### src/rtl/dcc_pkg.sv
package dcc_pkg;

  typedef enum logic [2:0] {
    ST_IDLE     = 3'd0,
    ST_LAUNCH_A = 3'd1,
    ST_WAIT_A   = 3'd2,
    ST_LAUNCH_B = 3'd3,
    ST_WAIT_B   = 3'd4,
    ST_DONE     = 3'd5
  } seq_state_e;

  localparam logic SIDE_A = 1'b1;
  localparam logic SIDE_B = 1'b0;

endpackage

### src/rtl/dcc_seq_fsm.sv
module dcc_seq_fsm
  import dcc_pkg::*;
(
  input  logic clk_i,
  input  logic rst_ni,
  input  logic start_i,
  input  logic eng_done_i,
  output logic cap_seed_o,
  output logic cap_a_o,
  output logic cap_b_o,
  output logic eng_start_o,
  output logic eng_side_o,
  output logic done_o
);

  seq_state_e state_q, state_d;

  always_comb begin
    state_d = state_q;
    unique case (state_q)
      ST_IDLE:     if (start_i) state_d = ST_LAUNCH_A;
      ST_LAUNCH_A: state_d = ST_WAIT_A;
      ST_WAIT_A:   if (eng_done_i) state_d = ST_LAUNCH_B;
      ST_LAUNCH_B: state_d = ST_WAIT_B;
      ST_WAIT_B:   if (eng_done_i) state_d = ST_DONE;
      ST_DONE:     state_d = ST_IDLE;
      default:     state_d = ST_IDLE;
    endcase
  end

  always_ff @(posedge clk_i or negedge rst_ni) begin
    if (!rst_ni) state_q <= ST_IDLE;
    else         state_q <= state_d;
  end

  assign cap_seed_o  = (state_q == ST_IDLE) && start_i;
  assign cap_a_o     = (state_q == ST_WAIT_A) && eng_done_i;
  assign cap_b_o     = (state_q == ST_WAIT_B) && eng_done_i;
  assign eng_start_o = (state_q == ST_LAUNCH_A) || (state_q == ST_LAUNCH_B);
  assign eng_side_o  = (state_q == ST_LAUNCH_A) ? SIDE_A : SIDE_B;
  assign done_o      = (state_q == ST_DONE);


  busy_start_ignored_chk: assert property (@(posedge clk_i) disable iff (!rst_ni)
    (state_q != ST_IDLE) && start_i |=> (state_q != ST_LAUNCH_A));


  launch_pulse_chk: assert property (@(posedge clk_i) disable iff (!rst_ni)
    eng_start_o |=> !eng_start_o);


  done_pulse_chk: assert property (@(posedge clk_i) disable iff (!rst_ni)
    done_o |=> !done_o);

endmodule

### src/rtl/dcc_side_store.sv
module dcc_side_store #(
  parameter int CODE_W = 7
) (
  input  logic              clk_i,
  input  logic              rst_ni,
  input  logic              cap_seed_i,
  input  logic              cap_a_i,
  input  logic              cap_b_i,
  input  logic [CODE_W-1:0] seed_i,
  input  logic [CODE_W-1:0] eng_result_i,
  input  logic              eng_fail_i,
  output logic [CODE_W-1:0] seed_o,
  output logic [CODE_W-1:0] seed_b_o,
  output logic [CODE_W-1:0] res_a_o,
  output logic              fail_a_o,
  output logic [CODE_W-1:0] res_b_o,
  output logic              fail_b_o
);

  logic [CODE_W-1:0] seed_q, seed_b_q, res_a_q, res_b_q;
  logic              fail_a_q, fail_b_q;
  logic              keep_seed;

  // a failed or zero side A result leaves the seed untouched
  assign keep_seed = eng_fail_i || (eng_result_i == '0);

  always_ff @(posedge clk_i or negedge rst_ni) begin
    if (!rst_ni) begin
      seed_q   <= '0;
      seed_b_q <= '0;
      res_a_q  <= '0;
      res_b_q  <= '0;
      fail_a_q <= 1'b0;
      fail_b_q <= 1'b0;
    end else begin
      if (cap_seed_i) begin
        seed_q   <= seed_i;
        seed_b_q <= seed_i;
      end
      if (cap_a_i) begin
        res_a_q  <= eng_result_i;
        fail_a_q <= eng_fail_i;
        seed_b_q <= keep_seed ? seed_q : eng_result_i - 1'b1;
      end
      if (cap_b_i) begin
        res_b_q  <= eng_result_i;
        fail_b_q <= eng_fail_i;
      end
    end
  end

  assign seed_o   = seed_q;
  assign seed_b_o = seed_b_q;
  assign res_a_o  = res_a_q;
  assign fail_a_o = fail_a_q;
  assign res_b_o  = res_b_q;
  assign fail_b_o = fail_b_q;


  reseed_below_a_chk: assert property (@(posedge clk_i) disable iff (!rst_ni)
    cap_a_i && !eng_fail_i && (eng_result_i != '0) |=> (seed_b_q < res_a_q));

endmodule

### src/rtl/dcc_merge.sv
module dcc_merge #(
  parameter int CODE_W = 7
) (
  input  logic [CODE_W-1:0] held_seed_i,
  input  logic [CODE_W-1:0] res_a_i,
  input  logic              fail_a_i,
  input  logic [CODE_W-1:0] res_b_i,
  input  logic              fail_b_i,
  output logic [CODE_W-1:0] code_o
);

  localparam int SUM_W = CODE_W + 1;

  logic [SUM_W-1:0] sum;

  assign sum = {1'b0, res_a_i} + {1'b0, res_b_i};

  always_comb begin
    unique case ({fail_a_i, fail_b_i})
      2'b00:   code_o = sum[SUM_W-1:1];
      2'b01:   code_o = res_a_i;
      2'b10:   code_o = res_b_i;
      default: code_o = held_seed_i;
    endcase
  end

endmodule

### src/rtl/dcc_two_side_seq.sv
module dcc_two_side_seq #(
  parameter int CODE_W = 7
) (
  input  logic              clk_i,
  input  logic              rst_ni,
  input  logic              start_i,
  input  logic [CODE_W-1:0] seed_i,
  output logic              eng_start_o,
  output logic              eng_side_o,
  output logic [CODE_W-1:0] eng_seed_o,
  input  logic              eng_done_i,
  input  logic              eng_fail_i,
  input  logic [CODE_W-1:0] eng_result_i,
  output logic              done_o,
  output logic [CODE_W-1:0] final_code_o,
  output logic              fail_a_o,
  output logic              fail_b_o,
  output logic              wb_valid_o,
  output logic [CODE_W:0]   wb_word_o
);

  localparam logic CMP_OUT_WB = 1'b0;

  logic              cap_seed, cap_a, cap_b;
  logic [CODE_W-1:0] seed_q, seed_b_q, res_a_q, res_b_q, merged;
  logic              fail_a_q, fail_b_q;
  logic [CODE_W-1:0] final_q;
  logic              stat_a_q, stat_b_q;

  dcc_seq_fsm u_fsm (
    .clk_i       (clk_i),
    .rst_ni      (rst_ni),
    .start_i     (start_i),
    .eng_done_i  (eng_done_i),
    .cap_seed_o  (cap_seed),
    .cap_a_o     (cap_a),
    .cap_b_o     (cap_b),
    .eng_start_o (eng_start_o),
    .eng_side_o  (eng_side_o),
    .done_o      (done_o)
  );

  dcc_side_store #(.CODE_W(CODE_W)) u_store (
    .clk_i        (clk_i),
    .rst_ni       (rst_ni),
    .cap_seed_i   (cap_seed),
    .cap_a_i      (cap_a),
    .cap_b_i      (cap_b),
    .seed_i       (seed_i),
    .eng_result_i (eng_result_i),
    .eng_fail_i   (eng_fail_i),
    .seed_o       (seed_q),
    .seed_b_o     (seed_b_q),
    .res_a_o      (res_a_q),
    .fail_a_o     (fail_a_q),
    .res_b_o      (res_b_q),
    .fail_b_o     (fail_b_q)
  );

  // side B outcome is merged straight from the engine at its done edge
  dcc_merge #(.CODE_W(CODE_W)) u_merge (
    .held_seed_i (seed_b_q),
    .res_a_i     (res_a_q),
    .fail_a_i    (fail_a_q),
    .res_b_i     (eng_result_i),
    .fail_b_i    (eng_fail_i),
    .code_o      (merged)
  );

  always_ff @(posedge clk_i or negedge rst_ni) begin
    if (!rst_ni) begin
      final_q  <= '0;
      stat_a_q <= 1'b0;
      stat_b_q <= 1'b0;
    end else if (cap_b) begin
      final_q  <= merged;
      stat_a_q <= fail_a_q;
      stat_b_q <= eng_fail_i;
    end
  end

  assign eng_seed_o   = eng_side_o ? seed_q : seed_b_q;
  assign final_code_o = final_q;
  assign fail_a_o     = stat_a_q;
  assign fail_b_o     = stat_b_q;
  assign wb_valid_o   = done_o;
  assign wb_word_o    = {CMP_OUT_WB, final_q};


  both_fail_seed_chk: assert property (@(posedge clk_i) disable iff (!rst_ni)
    done_o && fail_a_o && fail_b_o |-> (final_code_o == seed_q));


  average_bounds_chk: assert property (@(posedge clk_i) disable iff (!rst_ni)
    done_o && !fail_a_o && !fail_b_o |->
      ((final_code_o >= res_a_q) || (final_code_o >= res_b_q)) &&
      ((final_code_o <= res_a_q) || (final_code_o <= res_b_q)));


  status_match_chk: assert property (@(posedge clk_i) disable iff (!rst_ni)
    done_o |-> (fail_b_o == fail_b_q) && (fail_a_o == fail_a_q));


  final_hold_chk: assert property (@(posedge clk_i) disable iff (!rst_ni)
    !done_o && !cap_b |=> $stable(final_code_o));

endmodule

### config.mk
export PLATFORM = sky130hd
export DESIGN_NAME = dcc_two_side_seq
export DESIGN_NICKNAME = d
export VERILOG_FILES = /design/src/rtl/dcc_pkg.sv /design/src/rtl/dcc_seq_fsm.sv /design/src/rtl/dcc_side_store.sv /design/src/rtl/dcc_merge.sv /design/src/rtl/dcc_two_side_seq.sv
export SDC_FILE = /design/constraint.sdc
export NUM_CORES = 1
export LEC_CHECK = 0
export BUFFER_PORTS_ARGS = -buffer_cell sky130_fd_sc_hd__buf_2
export CORE_ASPECT_RATIO = 1.2
export CORE_UTILIZATION = 26
export CTS_BUF_LIST = sky130_fd_sc_hd__clkbuf_2 sky130_fd_sc_hd__clkbuf_4 sky130_fd_sc_hd__clkbuf_8
export DETAILED_ROUTE_END_ITERATION = 10
export SLEW_MARGIN = 20
export SYNTH_ARGS = -nofsm -noshare
export SYNTH_HDL_FRONTEND = slang
export SYNTH_SLANG_ARGS = --single-unit
### constraint.sdc
create_clock -name clk_i -period 2.2 [get_ports clk_i]
set_clock_uncertainty 0.15 [all_clocks]
set_input_delay 0.22 -clock clk_i [delete_from_list [all_inputs] [get_ports clk_i]]
set_output_delay 0.22 -clock clk_i [all_outputs]
set_load 0.03 [all_outputs]
==> impl_metrics.prom <==
# TYPE chip_impl_metric gauge
chip_impl_metric{name="layout-drive-gt1-share",unit="%"} 41.9
chip_impl_metric{name="use_met1",unit="%"} 15.2
chip_impl_metric{name="placement_rows",unit=""} 36
chip_impl_metric{name="drt_iter0_drc",unit=""} 85
chip_impl_metric{name="cp.arrival",unit="ps"} 2160
chip_impl_metric{name="achievable-frequency",unit="MHz"} 467
chip_impl_metric{name="final_antenna_net_count",unit=""} 0
chip_impl_info{name="hp-class",value="input pin to flop"} 1
chip_impl_metric{name="syn-num-nets",unit=""} 234
chip_impl_metric{name="netlist_instances",unit=""} 206
chip_impl_metric{name="ys_seq_elements",unit=""} 34
chip_impl_info{name="crit_chain",value="ha_1, a31o_1, a21oi_2, xnor2_1, mux4_2, mux2_4"} 1
chip_impl_metric{name="worst_setup_hold_path_clk_slew",unit="ps"} 80
chip_impl_metric{name="crit_fanout",unit=""} 4
chip_impl_metric{name="dp_hpwl",unit="um"} 3630
chip_impl_metric{name="max_slew.worst_pin.slew",unit="ps"} 785
chip_impl_info{name="critical-path-top-delay-family",value="multiplexers"} 1
chip_impl_info{name="yosys.area.top_type",value="sky130_fd_sc_hd__dfrtp_1"} 1
chip_impl_metric{name="finalWorstPathRequiredPeriod",unit="ps"} 2140
chip_impl_info{name="critical_path_class",value="flop to flop"} 1
chip_impl_info{name="start_kind",value="flop"} 1
chip_impl_metric{name="yosysWarnings",unit=""} 0
chip_impl_info{name="setup_repair_after_global_routing_missed_its_margin",value="no"} 1
chip_impl_metric{name="detail_route.wirelength",unit="um"} 4890
chip_impl_metric{name="clock-sinks",unit=""} 34
chip_impl_metric{name="max-clock-path-buffers",unit=""} 2
chip_impl_metric{name="syn_avg_cell_area",unit="um2"} 10.7
chip_impl_metric{name="numCtsBuffers",unit=""} 5
chip_impl_metric{name="seqCellArea",unit="um2"} 852
chip_impl_metric{name="cpPeakStageDelay",unit="ps"} 450
chip_impl_metric{name="hold_violations",unit=""} 0
chip_impl_info{name="clock_tree_from_tritoncts",value="built"} 1
chip_impl_metric{name="dpl.cell_count",unit=""} 355
chip_impl_metric{name="maxSlewHeadroom",unit="%"} 47.6
chip_impl_metric{name="grt_pass1_vias",unit=""} 1642
chip_impl_metric{name="totalPowerFinal",unit="W"} 0.00413
chip_impl_info{name="grt.busiest_layer",value="met2"} 1
chip_impl_metric{name="filler_cell_count",unit=""} 866
chip_impl_metric{name="synth-async-reset-ratio",unit="%"} 100
chip_impl_metric{name="power_per_cell_area",unit="mW/mm2"} 1520
chip_impl_metric{name="detailedRoute.firstPassIterationCount",unit=""} 4
chip_impl_metric{name="initial_utilization",unit="%"} 26.9
chip_impl_info{name="yosys_most_used_dff",value="sky130_fd_sc_hd__dfrtp_1"} 1
chip_impl_metric{name="synth-edff-count",unit=""} 0
chip_impl_metric{name="multiInputGateArea",unit="mm2"} 0.00122
chip_impl_metric{name="die_extent_in_y",unit="um"} 103
chip_impl_info{name="clockRootBuffer",value="sky130_fd_sc_hd__clkbuf_8"} 1
chip_impl_metric{name="timing.critical_path.required",unit="ps"} 2220
chip_impl_metric{name="finalCritPeriodShare",unit="%"} 97.3
chip_impl_metric{name="leakagePower",unit="nW"} 1.20
chip_impl_metric{name="grt_max_degree",unit=""} 35
chip_impl_metric{name="setup_total_negative_slack",unit="ps"} 0
chip_impl_metric{name="grt-ovfl-total",unit=""} 0
chip_impl_metric{name="routed-via-count",unit=""} 1672
chip_impl_metric{name="core_region_area",unit="mm2"} 0.00820
chip_impl_info{name="crit_path_end_kind",value="flop"} 1
chip_impl_metric{name="gp_congestion",unit=""} 0.797
chip_impl_metric{name="cp.buffers_inverters",unit=""} 0
chip_impl_metric{name="syn_to_final_growth",unit="%"} 22.7
chip_impl_metric{name="grt_met2_use",unit="%"} 20.0
chip_impl_metric{name="post_layout_nonfiller_instances",unit=""} 367
chip_impl_metric{name="worstSkewPairLatency",unit="ps"} 290
chip_impl_metric{name="die_area",unit="mm2"} 0.00887
chip_impl_metric{name="final-setup-viol-count",unit=""} 0
chip_impl_metric{name="count_of_inserted_antenna_diode_cells",unit=""} 0
chip_impl_info{name="netlist_top_cells_area",value="sky130_fd_sc_hd__dfrtp_1, sky130_fd_sc_hd__mux2_2, sky130_fd_sc_hd__mux4_2, sky130_fd_sc_hd__ha_1, sky130_fd_sc_hd__a21oi_1"} 1
chip_impl_metric{name="number_of_h_tree_levels",unit=""} 2
chip_impl_metric{name="post_drt_wl_per_cell",unit="um"} 13.3
chip_impl_metric{name="boundaryPins",unit=""} 47
chip_impl_metric{name="global_route.usage.total",unit="%"} 12.0
chip_impl_metric{name="post_drt_via_cell_ratio",unit=""} 4.56
chip_impl_metric{name="grt_first_pass_wirelength",unit="um"} 8140
chip_impl_metric{name="yosys.cell_types.count",unit=""} 46
chip_impl_metric{name="vdd_ir_drop_max",unit="V"} 0.000427
chip_impl_metric{name="io_buffer_count",unit=""} 45
chip_impl_metric{name="antenna_found_initial",unit=""} 0
chip_impl_metric{name="die-width",unit="um"} 86.1
chip_impl_metric{name="drcViolationCount",unit=""} 0
chip_impl_metric{name="seq_area_frac_synth",unit="%"} 38.5
chip_impl_info{name="status",value="completed"} 1
chip_impl_info{name="crit_slowest_cell",value="sky130_fd_sc_hd__mux4_2"} 1
chip_impl_metric{name="max-cap-violations",unit=""} 0
chip_impl_metric{name="groute.layer.met3.usage",unit="%"} 3.52
chip_impl_metric{name="netlist.area_leader.share",unit="%"} 38.5
chip_impl_metric{name="report.final.slew_viol_count",unit=""} 0
chip_impl_metric{name="synth_area",unit="mm2"} 0.00221
chip_impl_metric{name="nNetsFinal",unit=""} 280
-- layout make-up --
cell class,instances,share of cell area [%]
Multi-Input combinational cell,147,45.1
Sequential cell,34,31.4
Clock buffer,6,3.05
Inverter,5,0.693
Timing Repair Buffer,59,12.3
Clock inverter,2,2.22
Tap cell,114,5.26
-- final timing paths --
path / start / to / slack [ps] / cells past startpoint
max: u_store.res_a_o[1]$_DFFE_PN0P_ / final_code_o[2]$_DFFE_PN0P_ / 60 / 6
max reg2reg: u_store.res_a_o[1]$_DFFE_PN0P_ / final_code_o[2]$_DFFE_PN0P_ / 60 / 6
min reg2reg: fail_a_o$_DFFE_PN0P_ / fail_a_o$_DFFE_PN0P_ / 360 / 1
min in group asynchronous: rst_ni / u_store.res_a_o[2]$_DFFE_PN0P_ / 410 / 2
min: seed_i[3] / u_store.seed_o[3]$_DFFE_PN0P_ / 20 / 2
max in group asynchronous: rst_ni / u_fsm.state_q[0]$_DFFE_PN0P_ / 950 / 2
-- metal layers --
layer	up-vias	part of all wire [%]
li1	827	-
met1	811	48
met2	32	47
met3	2	3.6
met4	0	0.45
met5	-	0
-- worst reg2reg max path, stage by stage (launching register included) --
cell and delay (ps):
sky130_fd_sc_hd__dfrtp_1 420, sky130_fd_sc_hd__ha_1 290, sky130_fd_sc_hd__a31o_1 230, sky130_fd_sc_hd__a21oi_2 160, sky130_fd_sc_hd__xnor2_1 80, sky130_fd_sc_hd__mux4_2 450
sky130_fd_sc_hd__mux2_4 260
-- flip-flops by register name, indices dropped and copies added, names as in the netlist --
signal and flops:
fail_a_o 1, fail_b_o 1, final_code_o 7, u_fsm.state_q 3, u_store.fail_a_o 1, u_store.res_a_o 7, u_store.seed_b_o 7, u_store.seed_o 7
-- cell families after synthesis --
| group | share of synthesized area [%] |
|---|---|
| compound gates | 11.1 |
| xor+xnor | 2.78 |
| fa+ha+maj | 5.44 |
| buf+inv | 6.18 |
| flops | 38.5 |
| mux | 23.4 |
| other cells | 0.170 |
| simple gates | 12.4 |
-- synth_stat cells, types with 2 or more instances --
cell and instances:
sky130_fd_sc_hd__a211oi_1 2, sky130_fd_sc_hd__a21o_1 2, sky130_fd_sc_hd__a21oi_1 14, sky130_fd_sc_hd__a31oi_1 3, sky130_fd_sc_hd__buf_2 7, sky130_fd_sc_hd__buf_4 9, sky130_fd_sc_hd__clkbuf_1 3, sky130_fd_sc_hd__dfrtp_1 34
sky130_fd_sc_hd__ha_1 8, sky130_fd_sc_hd__inv_1 5, sky130_fd_sc_hd__mux2_2 26, sky130_fd_sc_hd__mux2i_1 7, sky130_fd_sc_hd__mux4_2 5, sky130_fd_sc_hd__nand2_1 8, sky130_fd_sc_hd__nand2b_1 3, sky130_fd_sc_hd__nand3_1 2
sky130_fd_sc_hd__nor2_1 16, sky130_fd_sc_hd__nor2b_1 6, sky130_fd_sc_hd__nor3_1 3, sky130_fd_sc_hd__o211ai_1 3, sky130_fd_sc_hd__o21ai_0 6, sky130_fd_sc_hd__o21ai_1 5, sky130_fd_sc_hd__xnor2_1 5, sky130_fd_sc_hd__xor2_1 2
-- report_power, final --
part | switching, W | leakage (nW) | internal, W
clock network | 0.000243 | 0.0714 | 0.000484
logic | 0.00122 | 0.720 | 0.000971
registers | 0.000274 | 0.405 | 0.000943
total | 0.00173 | 1.20 | 0.00240
-- through the flow --
step                util (%)  area [um2]  setup slack, ps  hold WS (ps)
global placement        30.9        2530             95.2           205
detailed placement      30.9        2530             50.7           215
CTS                     32.8        2690             35.1          14.4
floorplan                  -        2210             44.2          -226
finish                  33.1        2710             60.4          24.0
global route            33.1        2710            0.661          15.6
-- repair_timing --
item	CTS	global route
hold buffers	1	0
setup endpoints to repair	7	8
hold endpoints to repair	34	0
gates resized for setup	1	0
pin swaps	0	1
setup buffers	0	3
-- placed cells by master, fill, tap and decap left out, drive strengths merged, types with 2 or more instances in the layout --
cell type,n
buf,58
dfrtp,34
mux2,27
nor2,16
a21oi,15
o21ai,11
nand2,8
ha,8
mux2i,7
nor2b,6
clkbuf,6
mux4,6
inv,5
xnor2,5
nor3,4
nand2b,3
o211ai,3
a31oi,3
nand3,2
a21o,2
a211oi,2
xor2,2
bufinv,2
and3,2
Power figures use the tool's default switching activity.
